### config.mk
export PLATFORM = sky130hd
export DESIGN_NAME = lcd_pwr_seq_gate
export DESIGN_NICKNAME = d
export VERILOG_FILES = /design/src/rtl/lcd_pwr_seq_pkg.sv /design/src/rtl/lcd_seq_ctrl.sv /design/src/rtl/lcd_strobe_gate.sv /design/src/rtl/lcd_data_power_gate.sv /design/src/rtl/lcd_pwr_seq_gate.sv
export SDC_FILE = /design/constraint.sdc
export NUM_CORES = 1
export LEC_CHECK = 0
export BUFFER_PORTS_ARGS = -buffer_cell sky130_fd_sc_hd__buf_2
export CAP_MARGIN = 5
export CORE_MARGIN = 10
export CORE_UTILIZATION = 42
export CTS_CLUSTER_DIAMETER = 50
export DETAILED_ROUTE_END_ITERATION = 8
export PLACE_DENSITY = 0.87
export SLEW_MARGIN = 30
export SYNTH_ARGS = -nofsm -noshare
export SYNTH_HDL_FRONTEND = slang
export SYNTH_HIERARCHICAL = 1
export SYNTH_SLANG_ARGS = --single-unit
### constraint.sdc
create_clock -name clk -period 2.9 [get_ports clk]
set_clock_uncertainty 0.2 [all_clocks]
set_input_delay 0.725 -clock clk [delete_from_list [all_inputs] [get_ports clk]]
set_output_delay 0.725 -clock clk [all_outputs]
set_load 0.01 [all_outputs]
### src/rtl/lcd_pwr_seq_pkg.sv
// Package: lcd_pwr_seq_pkg
// Shared types for the panel power sequencing gate: the pair of control
// bits and the verdict that a control write receives.
// Assumes: nothing beyond IEEE 1800-2017 packages.
package lcd_pwr_seq_pkg;

    localparam int NUM_STROBES = 5;

    // Strobe lane order inside the packed strobe vector.
    localparam int LANE_LINE  = 4;
    localparam int LANE_PIXCK = 3;
    localparam int LANE_FRAME = 2;
    localparam int LANE_ACB   = 1;
    localparam int LANE_LEN   = 0;

    typedef struct packed {
        logic enable;
        logic power;
    } ctl_bits_t;

    typedef enum logic [2:0] {
        WR_ACCEPT      = 3'd0,
        WR_SAME        = 3'd1,
        WR_BOTH_MOVE   = 3'd2,
        WR_PWR_NO_EN   = 3'd3,
        WR_EN_UNDER_PW = 3'd4
    } wr_verdict_e;

    // Classify a requested bit pair against the current pair.
    function automatic wr_verdict_e judge_write(input ctl_bits_t cur,
                                                input ctl_bits_t req);
        wr_verdict_e v;
        if (req == cur)
            v = WR_SAME;
        else if ((req.enable != cur.enable) && (req.power != cur.power))
            v = WR_BOTH_MOVE;
        else if (req.power && !req.enable)
            v = WR_PWR_NO_EN;
        else if (!req.enable && cur.power)
            v = WR_EN_UNDER_PW;
        else
            v = WR_ACCEPT;
        return v;
    endfunction

    function automatic logic is_refused(input wr_verdict_e v);
        return (v == WR_BOTH_MOVE) || (v == WR_PWR_NO_EN) ||
               (v == WR_EN_UNDER_PW);
    endfunction

endpackage

### src/rtl/lcd_seq_ctrl.sv
// Module: lcd_seq_ctrl
// Holds the enable and power bits and the sticky sequence-error flag.
// Judges each control write and applies only legal single-step moves.
// Assumes: wr is high for one cycle per write; synchronous active-low reset.
module lcd_seq_ctrl
    import lcd_pwr_seq_pkg::*;
(
    input  logic      clk,
    input  logic      rst_n,
    input  logic      wr,
    input  ctl_bits_t req,
    input  logic      err_clear,
    output ctl_bits_t cur,
    output logic      seq_err
);

    wr_verdict_e verdict;
    logic        take;

    // Classify the pending write against the current bits.
    always_comb begin
        verdict = judge_write(cur, req);
        take    = wr && (verdict == WR_ACCEPT);
    end

    // Control bit register: changes only on an accepted write.
    always_ff @(posedge clk) begin
        if (!rst_n)
            cur <= '0;
        else if (take)
            cur <= req;
    end

    // Sticky error flag: a refusal sets it, a write with clear resets it.
    always_ff @(posedge clk) begin
        if (!rst_n)
            seq_err <= 1'b0;
        else if (wr && is_refused(verdict))
            seq_err <= 1'b1;
        else if (wr && err_clear)
            seq_err <= 1'b0;
    end

endmodule

### src/rtl/lcd_strobe_gate.sv
// Module: lcd_strobe_gate
// Registers each control strobe lane, forced low while release is clear.
// Assumes: raw strobes are synchronous to clk; synchronous active-low reset.
module lcd_strobe_gate #(
    parameter int LANES = 5
) (
    input  logic             clk,
    input  logic             rst_n,
    input  logic             release_en,
    input  logic [LANES-1:0] raw,
    output logic [LANES-1:0] pin
);

    for (genvar g = 0; g < LANES; g++) begin : g_lane
        // One output flop per strobe lane.
        always_ff @(posedge clk) begin
            if (!rst_n)
                pin[g] <= 1'b0;
            else
                pin[g] <= raw[g] & release_en;
        end
    end

endmodule

### src/rtl/lcd_data_power_gate.sv
// Module: lcd_data_power_gate
// Registers the pixel data lanes and the panel power enable in one stage,
// so power is high exactly in the cycles where data is being passed.
// Assumes: raw data is synchronous to clk; synchronous active-low reset.
module lcd_data_power_gate #(
    parameter int WIDTH = 24
) (
    input  logic             clk,
    input  logic             rst_n,
    input  logic             power_bit,
    input  logic [WIDTH-1:0] raw,
    output logic [WIDTH-1:0] pin,
    output logic             power_en
);

    for (genvar g = 0; g < WIDTH; g++) begin : g_lane
        // One output flop per data lane.
        always_ff @(posedge clk) begin
            if (!rst_n)
                pin[g] <= 1'b0;
            else
                pin[g] <= raw[g] & power_bit;
        end
    end

    // Panel power flop, aligned with the data lanes.
    always_ff @(posedge clk) begin
        if (!rst_n)
            power_en <= 1'b0;
        else
            power_en <= power_bit;
    end

endmodule

### src/rtl/lcd_pwr_seq_gate.sv
// Module: lcd_pwr_seq_gate (top)
// Staged gate between a timing generator and an LCD panel. The enable bit
// releases the control strobes. The power bit releases the pixel data and
// raises panel power. Out-of-order writes are refused and flagged.
// Assumes: all inputs synchronous to clk; synchronous active-low reset.
module lcd_pwr_seq_gate
    import lcd_pwr_seq_pkg::*;
#(
    parameter int DATA_W = 24
) (
    input  logic              clk,
    input  logic              rst_n,
    input  logic              tg_line_pulse,
    input  logic              tg_pixel_clk,
    input  logic              tg_frame_pulse,
    input  logic              tg_ac_bias,
    input  logic              tg_line_enable,
    input  logic [DATA_W-1:0] tg_pixel_data,
    input  logic              cfg_wr,
    input  logic              cfg_enable,
    input  logic              cfg_power,
    input  logic              cfg_err_clear,
    output logic              pnl_line_pulse,
    output logic              pnl_pixel_clk,
    output logic              pnl_frame_pulse,
    output logic              pnl_ac_bias,
    output logic              pnl_line_enable,
    output logic [DATA_W-1:0] pnl_pixel_data,
    output logic              pnl_power_en,
    output logic              rb_enable,
    output logic              rb_power,
    output logic              rb_seq_err
);

    ctl_bits_t              req_bits;
    ctl_bits_t              cur_bits;
    logic [NUM_STROBES-1:0] raw_strobes;
    logic [NUM_STROBES-1:0] pin_strobes;

    // Pack the request and the raw strobes into lane order.
    always_comb begin
        req_bits.enable          = cfg_enable;
        req_bits.power           = cfg_power;
        raw_strobes[LANE_LINE]   = tg_line_pulse;
        raw_strobes[LANE_PIXCK]  = tg_pixel_clk;
        raw_strobes[LANE_FRAME]  = tg_frame_pulse;
        raw_strobes[LANE_ACB]    = tg_ac_bias;
        raw_strobes[LANE_LEN]    = tg_line_enable;
    end

    lcd_seq_ctrl u_ctrl (
        .clk       (clk),
        .rst_n     (rst_n),
        .wr        (cfg_wr),
        .req       (req_bits),
        .err_clear (cfg_err_clear),
        .cur       (cur_bits),
        .seq_err   (rb_seq_err)
    );

    lcd_strobe_gate #(.LANES(NUM_STROBES)) u_strobes (
        .clk        (clk),
        .rst_n      (rst_n),
        .release_en (cur_bits.enable),
        .raw        (raw_strobes),
        .pin        (pin_strobes)
    );

    lcd_data_power_gate #(.WIDTH(DATA_W)) u_data (
        .clk       (clk),
        .rst_n     (rst_n),
        .power_bit (cur_bits.power),
        .raw       (tg_pixel_data),
        .pin       (pnl_pixel_data),
        .power_en  (pnl_power_en)
    );

    // Unpack gated strobes and expose the read-back bits.
    always_comb begin
        pnl_line_pulse  = pin_strobes[LANE_LINE];
        pnl_pixel_clk   = pin_strobes[LANE_PIXCK];
        pnl_frame_pulse = pin_strobes[LANE_FRAME];
        pnl_ac_bias     = pin_strobes[LANE_ACB];
        pnl_line_enable = pin_strobes[LANE_LEN];
        rb_enable       = cur_bits.enable;
        rb_power        = cur_bits.power;
    end

endmodule

==> flow_summary.json <==
{
  "p_leak_uw": 0.000839,
  "worstSetupPathType": "reg -> out",
  "post-cts-setup-buffer-count": 0,
  "status": "finished, final reports clean",
  "drt_iter0_markers": 23,
  "min_from": "u_ctrl/seq_err$_SDFFE_PN0P_",
  "dp_cells": 174,
  "reg2regPathDepth": 4,
  "hold_path_depth": 2,
  "hold_buffers": 0,
  "dr.pass1.iters": 4,
  "cp_data_required_time_ns": 1.98,
  "power_density_nw_per_um2": 563,
  "synth_area_um2": 975,
  "timing.setup.tns_ns": 0,
  "peakVddDrop_uv": 342,
  "core_area_um2": 2210,
  "grt_max_degree": 35,
  "worstSkewPairLatency_ns": 0.31,
  "vias_per_cell": 4.70,
  "synthToLayoutAreaGrowth_pct": 42.6,
  "crit_family": "flip-flops",
  "finalCriticalPeriod_ns": 1.91,
  "dieArea_um2": 4650,
  "cp-end-kind": "primary output",
  "port_buffers": 67,
  "fmax_mhz": 523,
  "synth_cells": 82,
  "r2r-end": "u_ctrl/cur[1]$_SDFFE_PN0P_",
  "cts.clk_slew.worst_paths_ns": 0.09,
  "post-route-util_pct": 62.8,
  "syn_avg_cell_area_um2": 11.9,
  "drive_gt1_share_pct": 52.6,
  "grt_setup_unrepaired": "false",
  "synth.top_cells.by_area": "dfxtp_1, and3_1, and3_2",
  "synth_seq_cells": 33,
  "ctsResizeCount": 0,
  "cts_tree": "built",
  "slew_viol_final": 0,
  "slowest_delay_ns": 0.48,
  "yosysUniqueCellTypes": 17,
  "place.gp.congestion": 0.732,
  "maxSlewHeadroom_pct": 71.2,
  "grt_use_total_pct": 11.2,
  "path_max_fanout": 10,
  "cap_violations": 0,
  "cp_data_arrival_time_ns": 0.99,
  "synth_area_leader_cell": "dfxtp_1",
  "antenna_left": 0,
  "overflow": 0,
  "synth_top_area_share_pct": 67.8,
  "r2r_slack_ns": 1.66,
  "period_share_pct": 66.0,
  "grt_pass1_wl_mm": 3.80,
  "h-tree-depth": 2,
  "worst_slew_pin_slew_ns": 0.433,
  "die_y_um": 68.2,
  "final_cells": 182,
  "cts_root_buf": "clkbuf_4",
  "drc": 0,
  "slowest_stage": "dfxtp_1",
  "start_util_pct": 44.1,
  "insertedDiodeCount": 0,
  "wl_per_cell_um": 14.6,
  "setup_viol": 0,
  "rr_startpoint": "u_ctrl/cur[0]$_SDFFE_PN0P_",
  "rows": 17,
  "yosys_warnings": 6,
  "grt_antenna_before_repair": 0,
  "nNetsFinal": 188,
  "critPathLaunchType": "flip-flop",
  "cts_sinks": 33,
  "worstHoldPathType": "reg -> reg",
  "timing.critical_path.buf_inv": 1,
  "ctsLongestPathBuffers": 2,
  "yosysSeqAreaShare_pct": 67.8,
  "vias": 856,
  "path_cells": "buf_2",
  "pin_count": 68,
  "cts_buffers": 5,
  "syn_nets": 117,
  "finalHoldViolCount": 0,
  "fp.dieW_um": 68.2,
  "totalWireLength_mm": 2.65,
  "worst_hold_path.endpoint": "u_ctrl/seq_err$_SDFFE_PN0P_",
  "grt_pass1_vias": 873
}
-- final cells by class --
cell class	count	area, µm²
repair buffers	68	343
flip-flops and latches	33	661
inverters	1	3.75
multi-input cells	44	278
clock inverters	1	5.00
fillers	199	822
clock buffers	7	65.1
well taps	28	35.0
-- stage by stage --
stage	hold slack, ns	area [µm²]	setup WS [ns]	power, µW
after global placement	0.259	1320	1.25	510
after detailed placement	0.296	1320	1.15	512
after global routing	0.315	1390	0.904	818
after CTS	0.312	1390	0.955	794
after floorplan	0.294	975	1.48	483
final	0.323	1390	0.987	782
-- registers in the layout, summed over array words and instances, names as in the netlist --
name / count
u_strobes/pin: 5
u_data/power_en: 1
u_data/pin: 24
u_ctrl/seq_err: 1
u_ctrl/cur: 2
-- how the worst max path moves through the flow --
stage / startpoint / end / cells past startpoint
6_report: u_ctrl/cur[1]$_SDFFE_PN0P_ / rb_enable / 1
5_1_grt: u_ctrl/cur[1]$_SDFFE_PN0P_ / rb_enable / 1
4_1_cts: u_ctrl/cur[1]$_SDFFE_PN0P_ / rb_enable / 1
3_5_place_dp: rst_n / u_ctrl/seq_err$_SDFFE_PN0P_ / 3
3_3_place_gp: rst_n / u_ctrl/seq_err$_SDFFE_PN0P_ / 3
2_1_floorplan: u_ctrl/cur[0]$_SDFFE_PN0P_ / rb_power / 0
-- power by group --
group	leakage, µW	switching, µW	internal, µW
Clock	0.0000413	140	140
Sequential	0.000266	2.48	457
Combinational	0.000532	19.3	22.7
Total	0.000839	162	620
-- per-layer routing --
layer | track usage [%] | part of all wire [%]
met5 | 0 | 0
met4 | 5.28 | 0.30
met3 | 7.01 | 13
met2 | 19.9 | 52
met1 | 9.64 | 35
-- cells in the final DEF, fill, tap and decap left out, types with 2 or more instances in the layout --
| master | instances |
|---|---|
| and3_1 | 24 |
| and3_2 | 5 |
| buf_2 | 67 |
| clkbuf_4 | 5 |
| clkbuf_8 | 2 |
| dfxtp_1 | 33 |
| nand2_1 | 3 |
| nand3_1 | 3 |
-- logic make-up after synthesis --
| family | count (synthesis) | share of synthesized area, % |
|---|---|---|
| AO/OA/AOI/OAI | 4 | 2.95 |
| flip-flops | 33 | 67.8 |
| XOR/XNOR | 1 | 0.899 |
| multiplexers | 1 | 1.03 |
| buffers and inverters | 5 | 3.72 |
| AND/OR/NAND/NOR | 38 | 23.6 |
-- Yosys cell counts (all sizes together) --
cell	instances
dfxtp	33
and3	29
buf	4
nand2	3
nand3	3
a21boi	1
and2	1
inv	1
mux2i	1
nor2	1
nor2b	1
o2111ai	1
o21ai	1
o31ai	1
xnor2	1
Power figures use the tool's default switching activity.
